[src/rtl/dma_seq_pkg.sv]
package dma_seq_pkg;
   typedef enum logic [1:0] {
      ACT_EDGE  = 2'b00,
      ACT_LEVEL = 2'b01,
      ACT_STEAL = 2'b10,
      ACT_BURST = 2'b11
   } act_mode_e;

   typedef enum logic [2:0] {
      ST_IDLE,
      ST_WAIT,
      ST_ARB,
      ST_RD,
      ST_WR,
      ST_POST
   } seq_state_e;
endpackage

[src/rtl/dma_req_detect.sv]
module dma_req_detect
   import dma_seq_pkg::*;
#(
   parameter int SYNC_STAGES = 2
) (
   input  logic      clk_i,
   input  logic      rst_n_i,
   input  logic      dreq_n_i,
   input  act_mode_e mode_i,
   input  logic      arm_i,
   input  logic      clear_i,
   input  logic      take_i,
   output logic      req_o
);
   generate
      if (SYNC_STAGES < 2) begin : g_bad_sync
         $error("dma_req_detect: SYNC_STAGES must be at least 2");
      end
   endgenerate

   logic [SYNC_STAGES-1:0] sync_q;
   logic                   prev_q;
   logic                   pend_q;
   logic                   pin_s;
   logic                   fall;

   for (genvar i = 0; i < SYNC_STAGES; i++) begin : g_sync
      if (i == 0) begin : g_first
         always_ff @(posedge clk_i or negedge rst_n_i) begin
            if (!rst_n_i) sync_q[0] <= 1'b1;
            else          sync_q[0] <= dreq_n_i;
         end
      end else begin : g_next
         always_ff @(posedge clk_i or negedge rst_n_i) begin
            if (!rst_n_i) sync_q[i] <= 1'b1;
            else          sync_q[i] <= sync_q[i-1];
         end
      end
   end

   assign pin_s = sync_q[SYNC_STAGES-1];
   assign fall  = prev_q & ~pin_s;

   always_ff @(posedge clk_i or negedge rst_n_i) begin
      if (!rst_n_i) begin
         prev_q <= 1'b1;
         pend_q <= 1'b0;
      end else begin
         prev_q <= pin_s;
         if (clear_i)
            pend_q <= 1'b0;
         else if (fall && arm_i && mode_i == ACT_EDGE)
            pend_q <= 1'b1;
         else if (take_i)
            pend_q <= 1'b0;
      end
   end

   always_comb begin
      case (mode_i)
         ACT_EDGE:  req_o = pend_q;
         ACT_LEVEL: req_o = ~pin_s;
         default:   req_o = 1'b1;
      endcase
   end
endmodule

[src/rtl/dma_addr_step.sv]
module dma_addr_step #(
   parameter int AW        = 24,
   parameter int WORD_STEP = 2
) (
   input  logic [AW-1:0] addr_i,
   input  logic          size_word_i,
   input  logic          dir_i,
   input  logic          step_en_i,
   output logic [AW-1:0] next_o
);
   generate
      if (WORD_STEP < 1) begin : g_bad_step
         $error("dma_addr_step: WORD_STEP must be positive");
      end
   endgenerate

   localparam logic [AW-1:0] STEP_B = AW'(1);
   localparam logic [AW-1:0] STEP_W = AW'(WORD_STEP);

   logic [AW-1:0] step;

   always_comb begin
      step = size_word_i ? STEP_W : STEP_B;
      if (!step_en_i)
         next_o = addr_i;
      else if (dir_i)
         next_o = addr_i - step;
      else
         next_o = addr_i + step;
   end
endmodule

[src/rtl/dma_xfer_fsm.sv]
module dma_xfer_fsm
   import dma_seq_pkg::*;
(
   input  logic clk_i,
   input  logic rst_n_i,
   input  logic active_i,
   input  logic req_i,
   input  logic burst_i,
   input  logic last_i,
   input  logic bus_gnt_i,
   input  logic mem_ack_i,
   output logic bus_req_o,
   output logic mem_req_o,
   output logic mem_we_o,
   output logic take_o,
   output logic rd_done_o,
   output logic wr_done_o,
   output logic post_o
);
   seq_state_e state_q, state_d;

   always_comb begin
      state_d = state_q;
      case (state_q)
         ST_IDLE: if (active_i)  state_d = ST_WAIT;
         ST_WAIT: if (req_i)     state_d = ST_ARB;
         ST_ARB:  if (bus_gnt_i) state_d = ST_RD;
         ST_RD:   if (mem_ack_i) state_d = ST_WR;
         ST_WR:   if (mem_ack_i) state_d = ST_POST;
         ST_POST: begin
            if (last_i)       state_d = ST_IDLE;
            else if (burst_i) state_d = ST_RD;
            else              state_d = ST_WAIT;
         end
         default: state_d = ST_IDLE;
      endcase
   end

   always_ff @(posedge clk_i or negedge rst_n_i) begin
      if (!rst_n_i) state_q <= ST_IDLE;
      else          state_q <= state_d;
   end

   assign bus_req_o = (state_q == ST_ARB) || (state_q == ST_RD) ||
                      (state_q == ST_WR)  || (state_q == ST_POST);
   assign mem_req_o = (state_q == ST_RD) || (state_q == ST_WR);
   assign mem_we_o  = (state_q == ST_WR);
   assign take_o    = (state_q == ST_WAIT) && req_i;
   assign rd_done_o = (state_q == ST_RD) && mem_ack_i;
   assign wr_done_o = (state_q == ST_WR) && mem_ack_i;
   assign post_o    = (state_q == ST_POST);
endmodule

[src/rtl/dma_xfer_seq.sv]
module dma_xfer_seq
   import dma_seq_pkg::*;
#(
   parameter int AW          = 24,
   parameter int CW          = 16,
   parameter int DW          = 16,
   parameter int SYNC_STAGES = 2,
   parameter int WORD_STEP   = 2
) (
   input  logic          clk_i,
   input  logic          rst_n_i,
   input  logic          start_i,
   input  logic [CW-1:0] xfer_cnt_i,
   input  logic          size_word_i,
   input  logic [1:0]    act_mode_i,
   input  logic          dst_dir_i,
   input  logic          dst_step_en_i,
   input  logic [AW-1:0] dst_base_i,
   input  logic [AW-1:0] src_addr_i,
   input  logic          dreq_n_i,
   output logic          bus_req_o,
   input  logic          bus_gnt_i,
   output logic          mem_req_o,
   output logic          mem_we_o,
   output logic [AW-1:0] mem_addr_o,
   output logic [DW-1:0] mem_wdata_o,
   input  logic [DW-1:0] mem_rdata_i,
   input  logic          mem_ack_i,
   output logic [AW-1:0] dst_addr_o,
   output logic          active_o,
   output logic          done_o
);
   localparam logic [CW-1:0] CNT_ONE = CW'(1);

   act_mode_e     mode_q;
   logic          dir_q, step_en_q, size_q;
   logic          active_q, done_q;
   logic [AW-1:0] dst_q, src_q, dst_next;
   logic [CW-1:0] cnt_q;
   logic [DW-1:0] data_q;
   logic          load, req, take, rd_done, wr_done, post, cnt_last, burst;

   assign load     = start_i && !active_q && (xfer_cnt_i != '0);
   assign cnt_last = (cnt_q == CNT_ONE);
   assign burst    = (mode_q == ACT_BURST);

   dma_req_detect #(.SYNC_STAGES(SYNC_STAGES)) u_req (
      .clk_i   (clk_i),
      .rst_n_i (rst_n_i),
      .dreq_n_i(dreq_n_i),
      .mode_i  (mode_q),
      .arm_i   (active_q),
      .clear_i (load),
      .take_i  (take),
      .req_o   (req)
   );

   dma_addr_step #(.AW(AW), .WORD_STEP(WORD_STEP)) u_step (
      .addr_i     (dst_q),
      .size_word_i(size_q),
      .dir_i      (dir_q),
      .step_en_i  (step_en_q),
      .next_o     (dst_next)
   );

   dma_xfer_fsm u_fsm (
      .clk_i    (clk_i),
      .rst_n_i  (rst_n_i),
      .active_i (active_q),
      .req_i    (req),
      .burst_i  (burst),
      .last_i   (cnt_last),
      .bus_gnt_i(bus_gnt_i),
      .mem_ack_i(mem_ack_i),
      .bus_req_o(bus_req_o),
      .mem_req_o(mem_req_o),
      .mem_we_o (mem_we_o),
      .take_o   (take),
      .rd_done_o(rd_done),
      .wr_done_o(wr_done),
      .post_o   (post)
   );

   always_ff @(posedge clk_i or negedge rst_n_i) begin
      if (!rst_n_i) begin
         mode_q    <= ACT_EDGE;
         dir_q     <= 1'b0;
         step_en_q <= 1'b0;
         size_q    <= 1'b0;
         active_q  <= 1'b0;
         done_q    <= 1'b0;
         dst_q     <= '0;
         src_q     <= '0;
         cnt_q     <= '0;
         data_q    <= '0;
      end else begin
         done_q <= 1'b0;
         if (load) begin
            mode_q    <= act_mode_e'(act_mode_i);
            dir_q     <= dst_dir_i;
            step_en_q <= dst_step_en_i;
            size_q    <= size_word_i;
            dst_q     <= dst_base_i;
            src_q     <= src_addr_i;
            cnt_q     <= xfer_cnt_i;
            active_q  <= 1'b1;
         end
         if (rd_done) data_q <= mem_rdata_i;
         if (post) begin
            dst_q <= dst_next;
            cnt_q <= cnt_q - CNT_ONE;
            if (cnt_last) begin
               active_q <= 1'b0;
               done_q   <= 1'b1;
            end
         end
      end
   end

   assign mem_addr_o  = mem_we_o ? dst_q : src_q;
   assign mem_wdata_o = data_q;
   assign dst_addr_o  = dst_q;
   assign active_o    = active_q;
   assign done_o      = done_q;
endmodule

[config.mk]
export PLATFORM = sky130hd
export DESIGN_NAME = dma_xfer_seq
export DESIGN_NICKNAME = d
export VERILOG_FILES = /design/src/rtl/dma_seq_pkg.sv /design/src/rtl/dma_req_detect.sv /design/src/rtl/dma_addr_step.sv /design/src/rtl/dma_xfer_fsm.sv /design/src/rtl/dma_xfer_seq.sv
export SDC_FILE = /design/constraint.sdc
export NUM_CORES = 1
export LEC_CHECK = 0
export ABC_AREA = 0
export BUFFER_PORTS_ARGS = -buffer_cell sky130_fd_sc_hd__buf_2
export CAP_MARGIN = 10
export CORE_ASPECT_RATIO = 1.2
export CORE_MARGIN = 10
export CORE_UTILIZATION = 58
export CTS_BUF_LIST = sky130_fd_sc_hd__clkbuf_4 sky130_fd_sc_hd__clkbuf_8 sky130_fd_sc_hd__clkbuf_16
export DETAILED_ROUTE_END_ITERATION = 10
export GPL_ROUTABILITY_DRIVEN = 0
export GPL_TIMING_DRIVEN = 0
export HOLD_SLACK_MARGIN = 0.03
export MAX_ROUTING_LAYER = met4
export PLACE_DENSITY_LB_ADDON = 0.08
export SLEW_MARGIN = 15
export SYNTH_ARGS = -nofsm -noshare
export SYNTH_HDL_FRONTEND = slang
export SYNTH_HIERARCHICAL = 1
export SYNTH_SLANG_ARGS = --single-unit
export TNS_END_PERCENT = 1
[constraint.sdc]
create_clock -name clk_i -period 5.8 [get_ports clk_i]
set_clock_uncertainty 0.05 [all_clocks]
set_input_delay 0.29 -clock clk_i [delete_from_list [all_inputs] [get_ports clk_i]]
set_output_delay 0.29 -clock clk_i [all_outputs]
set_load 0.01 [all_outputs]
-- After elaboration in Yosys (flattened, before gate mapping)
Cells that the tools add are included.
- input bits: 91
- memory bits (writable): 0
- memories kept: 0
- latch bits: 0
- register bits: 94
- memory bits (read-only): 0
- logic and storage cells: 77
- output and inout port bits: 69
- muxes and demuxes: 25
- multipliers: 0
- shift operators: 0
- reductions and logical operators: 18
- $lt $le $gt $ge: 0
- eq/ne operators: 14
- add/subtract/negate cells: 3
- bitwise gates (word level): 2
- divide/modulo/power cells: 0
- operator list (cell ; count):
    24-bit two-way mux ; 5
    16-bit two-way mux ; 2
    24-bit adder ; 1
    24-bit subtractor ; 1
    3-bit two-way mux ; 6
    3-bit one-hot mux with 6 select lines ; 1
    16-bit by 1-bit == test with 1-bit output (second input constant) ; 1
    16-bit nonzero test ; 1
    16-bit by 1-bit subtractor with 16-bit output (second input constant) ; 1
    1-bit two-way mux ; 8
    2-bit != test (second input constant) ; 4
    3-bit by 2-bit == test with 1-bit output (second input constant) ; 2
    3-bit == test (second input constant) ; 2
    1-bit logical AND ; 6
    5-bit AND reduction ; 1
    1-bit logical OR ; 4
    2-bit two-way mux ; 2
    2-bit by 1-bit != test with 1-bit output (second input constant) ; 2
    3-bit by 1-bit == test with 1-bit output (second input constant) ; 1
    3-bit zero test ; 1
    3-bit nonzero test ; 1
    2-bit by 1-bit == test with 1-bit output (second input constant) ; 1
    2-bit == test (second input constant) ; 1
    2-bit zero test ; 1
    other kinds (6) ; 6

-- Longest topological paths before layout
Gate-level depths: netlist (run 1).
- depth in word-level cells: 6
- depth in mapped cells: 12
- mapped depth without buffers: 12

-- Cells and area by module
Netlist (run 1), hierarchy kept.
- modules (own cells, without submodules) (module ; area each (µm²) ; seq. area each (µm²) ; cells an instance ; instances):
    dma_xfer_seq ; 4152.7 ; 2177.1 ; 424 ; 1
    dma_addr_step ; 1570.3 ; 0.0 ; 226 ; 1
    dma_xfer_fsm ; 297.8 ; 75.1 ; 35 ; 1
    dma_req_detect ; 148.9 ; 103.8 ; 11 ; 1

-- Worst setup path before layout (run 1)
No wires, ideal clock.
- path kind: flip-flop to flip-flop
- start: register dir_q
- end: register dst_q[16] (netlist: dst_addr_o[16])
- cell stages (with the launch flop): 11
- arrival: 2.743 ns
- required time: 5.628 ns
- path slack: 2.884 ns
- period minus slack after synthesis: 2.916 ns
- path buffers: 0
- setup time: 0.122 ns
- cell sequence: dfrtp_1 > nor2b_1 > fa_1 > a21o_1 > a221oi_4 > a2bb2oi_4 > o311ai_1 > xor2_1 > mux2_2 > nor2b_1 > a21oi_1
- longest elaborated chain between the ends: 3
- ends and longest elaborated chain (what ; RTL line ; RTL):
    start, declared ; dma_xfer_seq.sv:36 ; logic dir_q, step_en_q, size_q;
    start signal, assigned ; dma_xfer_seq.sv:100 ; dir_q <= dst_dir_i;
    24-bit two-way mux ; dma_addr_step.sv:26 ; else if (dir_i)
    24-bit two-way mux ; dma_addr_step.sv:24 ; if (!step_en_i)
    named net dst_next[16] ; dma_xfer_seq.sv:38 ; logic [AW-1:0] dst_q, src_q, dst_next;
    24-bit two-way mux ; dma_xfer_seq.sv:109 ; if (post) begin
    end signal, assigned ; dma_xfer_seq.sv:103 ; dst_q <= dst_base_i;
    end signal, assigned ; dma_xfer_seq.sv:110 ; dst_q <= dst_next;
    end, declared ; dma_xfer_seq.sv:38 ;
The timed path passes the listed nets, and every way through them passes these cells. The select of a mux whose other input is x is not followed.
A chain may end at the register's enable or synchronous reset.

-- Worst setup path after layout (run 1)
- start: register dir_q
- end: register dst_q[18] (netlist: dst_addr_o[18])
Same word-level chain as after synthesis.

==> metrics.txt, run 1 <==
R2R depth=10; Max-cap violations=0; hold path depth=3; CP Capture Type=register; CTS Buf Count=9; Detail Route Antenna Nets=0; Post-CTS Resized=0; die area=15200 µm²; worst hold endpoint=src_q[5]; Placement Rows=41; io pins=160; HP Class=input pin to register; Slew @ Worst Pin=0.926 ns; WL final=17.7 mm; syn_area_per_cell=8.87 µm²; Layout area overhead=21.1%; peak supply drop=0.298 mV; status=finished clean; DRT iter0 DRCs=285; hold path start=src_addr_i[5]; fin nets=986; post-place instance area=7150 µm²; CTS tree=built; Synth warnings=6; drc violations=0; Crit Path Max Fanout=27; Setup Crit Path Kind=register to register; Mapped Area=6160 µm²; finished layout cell area=7470 µm²; Starting Density=58.9%; H-tree Lvls=3; Clock Pin Slew Worst Setup and Hold Paths=0.07 ns; grt ovf=0; critical path startpoint category=register; Fmax=0.300 GHz; Hold Violations, Final=0; leakage power=3.50 nW; core area=10500 µm²; pin count of the biggest net entering global routing=56; chip width=114 µm; final period utilization=57.5%; wire length per cell=17.6 µm; clock sinks=94; routed via count=5849; Pwr Density=563 nW/µm²; drt pass-1 iters=6; RR Startpoint=dir_q; slew margin rel.=37.7%; register-to-register setup slack=2.47 ns; share of cells above drive strength 1=28.5%; synthesized net count=813; Cells after Synth=695; initial antenna violation count=1; RSZ-0062 raised after global routing=no; endpoints failing setup=0; Fill cells=815; Skew-Pair Late Insertion Delay=0.35 ns; WP data required=6.03 ns; GRT Util Overall=23.7%; Period minus WS final=3.33 ns; final max-slew violation count=0; root buffer cell=clkbuf_16; routed vias/inst=5.83; R2R Path End=dst_addr_o[18]; first-pass GRT wire length=29.2 mm; vias in the first global route=6095; Worst EP arrival=3.56 ns; height of the die=133 µm; Fin Setup TNS=0 ns; largest buffer count on any clock path=2; DP HPWL=13.1 mm; PortBufs=159
[layer usage]
layer | routed length, µm | up-vias | global-route usage (%)
met2 | 8550 | 195 | 37.8
met3 | 1240 | 32 | 6.47
met1 | 7530 | 2797 | 28.1
met5 | 0 | - | -
met4 | 345 | 0 | 8.16
li1 | - | 2825 | -
[flip-flops by register name (all words and copies together) (netlist names), 2 cells and up]
signal and count:
cnt_q 16, src_q 24, u_fsm/state_q 3, dst_addr_o 24
mem_wdata_o 16, mode_q 2
[worst max-delay path by stage]
stage / depth (start not counted) / to / start
2_1_floorplan: 10 / dst_addr_o[16] / dir_q
3_3_place_gp: 10 / dst_addr_o[16] / dir_q
3_5_place_dp: 10 / dst_addr_o[18] / dir_q
4_1_cts: 10 / dst_addr_o[18] / dir_q
5_1_grt: 10 / dst_addr_o[21] / dir_q
6_report: 10 / dst_addr_o[18] / dir_q
[through the flow]
step	hold WS [ns]	util, %	power (W)	instances	setup WS (ns)
floorplan	-0.0556	-	0.00290	695	2.88
global placement	0.296	68.0	0.00348	983	2.53
detailed placement	0.268	68.3	0.00358	984	2.50
CTS	0.0686	71.3	0.00420	1002	2.48
global route	0.0769	71.3	0.00454	1003	2.18
finish	0.0718	71.3	0.00420	1003	2.47
[critical path, stage by stage (launching register included)]
cell,delay [ns]
dfrtp_1,0.74
nor2b_1,0.34
fa_1,0.44
a21o_1,0.24
a221oi_4,0.37
a2bb2oi_4,0.30
nor4_2,0.09
o31a_1,0.28
o31ai_1,0.23
nor2b_1,0.07
a21oi_1,0.11
[layout by cell type (no fill, tap or decap), types with 3 or more instances in the layout]
cell type / n
ha_1: 26
or4_1: 6
nand3_1: 14
and2_1: 4
xor2_1: 13
nand2b_1: 5
nand4_1: 7
clkbuf_1: 29
nor3_1: 5
a21o_1: 5
a211o_1: 3
nor2b_1: 30
o21ai_0: 14
nor4_1: 4
o211ai_1: 3
inv_1: 12
o21bai_1: 5
nor4bb_1: 3
a221oi_1: 15
mux2_2: 52
or3_1: 5
dfrtp_1: 91
o311ai_0: 3
dfstp_2: 3
a31oi_1: 6
a21oi_1: 92
o21a_1: 3
xnor2_1: 13
clkbuf_16: 9
buf_2: 166
o31ai_1: 3
and3_1: 4
buf_1: 4
nor2_1: 29
clkinvlp_4: 3
nand2_1: 137
[report_power, final]
| part | internal [W] | switching (W) |
|---|---|---|
| registers | 0.000941 | 0.000306 |
| logic | 0.00106 | 0.00130 |
| clock network | 0.000310 | 0.000285 |
[area by class of cell]
type | count | area [µm²] | area share, %
diodes | 1 | 2.50 | 0.0335
plain buffers | 42 | 169 | 2.26
clock buffers | 10 | 239 | 3.20
clock inverters | 6 | 53.8 | 0.721
inverters | 13 | 48.8 | 0.654
multi-input cells | 546 | 3590 | 48.1
flip-flops and latches | 94 | 2360 | 31.6
well taps | 129 | 161 | 2.16
repair buffers | 162 | 846 | 11.3
[repair_timing]
item / 4_1_cts / 5_1_grt
endpoints found under the setup margin: 0 / 0
buffers inserted: 0 / 0
hold buffers: 2 / 0
endpoints found under the hold margin: 40 / 0
No activity file was read; power rests on OpenSTA's default activity.
==> inputs of run 2 (changes only) <==
--- a/config.mk
+++ b/config.mk
@@ -10,7 +10,7 @@
 export CAP_MARGIN = 10
 export CORE_ASPECT_RATIO = 1.2
 export CORE_MARGIN = 10
-export CORE_UTILIZATION = 58
+export CORE_UTILIZATION = 54
 export CTS_BUF_LIST = sky130_fd_sc_hd__clkbuf_4 sky130_fd_sc_hd__clkbuf_8 sky130_fd_sc_hd__clkbuf_16
 export DETAILED_ROUTE_END_ITERATION = 10
 export GPL_ROUTABILITY_DRIVEN = 0
==> constraint.sdc (replaced) <==
create_clock -name clk_i -period 3.4 [get_ports clk_i]
set_clock_uncertainty 0.05 [all_clocks]
set_input_delay 0.17 -clock clk_i [delete_from_list [all_inputs] [get_ports clk_i]]
set_output_delay 0.17 -clock clk_i [all_outputs]
set_load 0.01 [all_outputs]
==> run 2 against run 1 <==
Net effect: the flow now finishes with violations (DRC); largest cell class unchanged; non-clock buffer count is 45 higher; via count is 4.5% higher; sequential power is 72% higher; cell area is 6.7% higher; setup slack worse by 2.2 ns; critical endpoint unchanged; combinational power is 73% higher.
==> metrics.txt, run 2 (synthesized netlist as in run 1, its figures left out) <==
status=complete, but fails checks; failing checks=DRC; PortBufs=159; initial antenna violation count=0; Slew @ Worst Pin=0.939 ns; routed vias/inst=5.70; Hold Violations, Final=0; grt ovf=0; CTS tree=built; Clock Pin Slew Worst Setup and Hold Paths=0.07 ns; Period minus WS final=3.12 ns; RSZ-0062 raised after global routing=no; final max-slew violation count=0; io pins=160; routed via count=6113; Skew-Pair Late Insertion Delay=0.36 ns; core area=11100 µm²; most common cell after layout, fill and taps aside=buf_2; critical path startpoint category=register; CP peak stage delay=0.61 ns; die area=16100 µm²; height of the die=137 µm; GRT Util Overall=24.3%; R2R depth=10; Placement Rows=42; leakage power=3.70 nW; final period utilization=91.9%; DRT iter0 DRCs=360; Detail Route Antenna Nets=0; Antenna Cells=0; worst hold endpoint=dst_addr_o[12]; CTS Buf Count=9; hold path depth=3; Setup Crit Path Kind=register to register; fin nets=1031; Placed Cells=1009; Crit Path Max Fanout=27; most frequent cells in the layout=buf_2, nand2_1, a21oi_1, dfrtp_1, mux2_2; worst-path cell chain=nor2b_1 > fa_1 > a21o_1 > a221oi_4 > a2bb2oi_4 > nor4_2 > o31a_1 > o31ai_1 > nor2b_1 > a21oi_1; Pwr Density=919 nW/µm²; slew margin rel.=36.8%; CP max stage cell=dfrtp_2; hold path start=dst_base_i[12]; WL final=19.3 mm; wire length per cell=18.0 µm; drt pass-1 iters=8; peak supply drop=0.619 mV; pin count of the biggest net entering global routing=61; HP Class=input pin to register; Worst EP arrival=3.36 ns; share of cells above drive strength 1=27.2%; chip width=118 µm; H-tree Lvls=3; Max-cap violations=0; Non-Filler Instances=1072; vias in the first global route=6408; Starting Density=55.6%; crit-path leading delay family=compound AO/OA/AOI/OAI gates; drc violations=1; R2R Path End=dst_addr_o[18]; DP HPWL=13.4 mm; first-pass GRT wire length=31.6 mm; register-to-register setup slack=0.28 ns; RR Startpoint=dir_q; clock sinks=94; Fmax=0.320 GHz; Buf/Inv on CP=0; most frequent CP cell=nor2b_1; endpoints failing setup=0; Fin Setup TNS=0 ns; largest buffer count on any clock path=2; Layout area overhead=29.3%; Fill cells=849; root buffer cell=clkbuf_16; CP Capture Type=register; WP data required=3.64 ns
## run 2: changes by cell type in the layout (fill, tap and decap cells not counted)
cell	before	now
bufinv_16	0	1
dfrtp_2	0	1
dfrtp_1	91	90
dlygate4sd3_1	2	47
clkbuf_8	1	0
diode_2	1	0
clkinvlp_4	3	1
clkinv_4	0	1
inv_8	2	3
## run 2: metal layers
metal	share of wire (%)	track usage (%)	vias up
li1	-	-	2915
met1	43	28.8	2955
met2	50	41.3	212
met3	5.4	4.20	31
met4	1.6	8.32	0
met5	0	-	-
## run 2: power by group
part / internal [W] / switching [W]
registers: 0.00161 / 0.000540
logic: 0.00185 / 0.00224
clock network: 0.000590 / 0.000502
## run 2: final cells by class
cell class	instances	area (µm²)	area share (%)
Multi-Input combinational cell	546	3590	45.1
Sequential cell	94	2360	29.6
Timing Repair Buffer	207	1300	16.3
Clock buffer	9	225	2.83
Tap cell	154	193	2.42
Buffer	42	169	2.12
Clock inverter	7	88.8	1.11
Inverter	13	48.8	0.612
## run 2: how the worst max path moves through the flow
stage	startpoint	to	slack [ns]	depth (start not counted)
5_1_grt	dir_q	dst_addr_o[21]	0.06	10
2_1_floorplan	dir_q	dst_addr_o[16]	0.48	10
3_3_place_gp	dir_q	dst_addr_o[16]	0.13	10
3_5_place_dp	dir_q	dst_addr_o[18]	0.09	10
4_1_cts	dir_q	dst_addr_o[18]	0.06	10
6_report	dir_q	dst_addr_o[18]	0.28	10
## run 2: tightest hold or removal path: cells and delay by family
family          cells  cell delay, ns
compound gates      2            0.18
buf+inv             1            0.08
## run 2: what timing repair did
| action | in CTS | in global routing |
|---|---|---|
| setup endpoints to repair | 0 | 9 |
| gates resized for setup | 0 | 1 |
| hold buffers | 47 | 0 |
| buffers inserted | 0 | 0 |
| endpoints found under the hold margin | 80 | 0 |
## run 2: metrics by stage
step	setup WS (ns)	total power, W	hold slack [ns]	utilization, %	cell area (µm²)
5_1_grt	0.0642	0.00790	0.0666	71.9	7970
3_3_place_gp	0.127	0.00595	0.228	64.5	7150
6_report	0.275	0.00732	0.0490	71.9	7970
3_5_place_dp	0.0945	0.00611	0.112	64.8	7180
4_1_cts	0.0618	0.00727	0.0477	71.8	7970
2_1_floorplan	0.484	0.00495	-0.176	-	6160
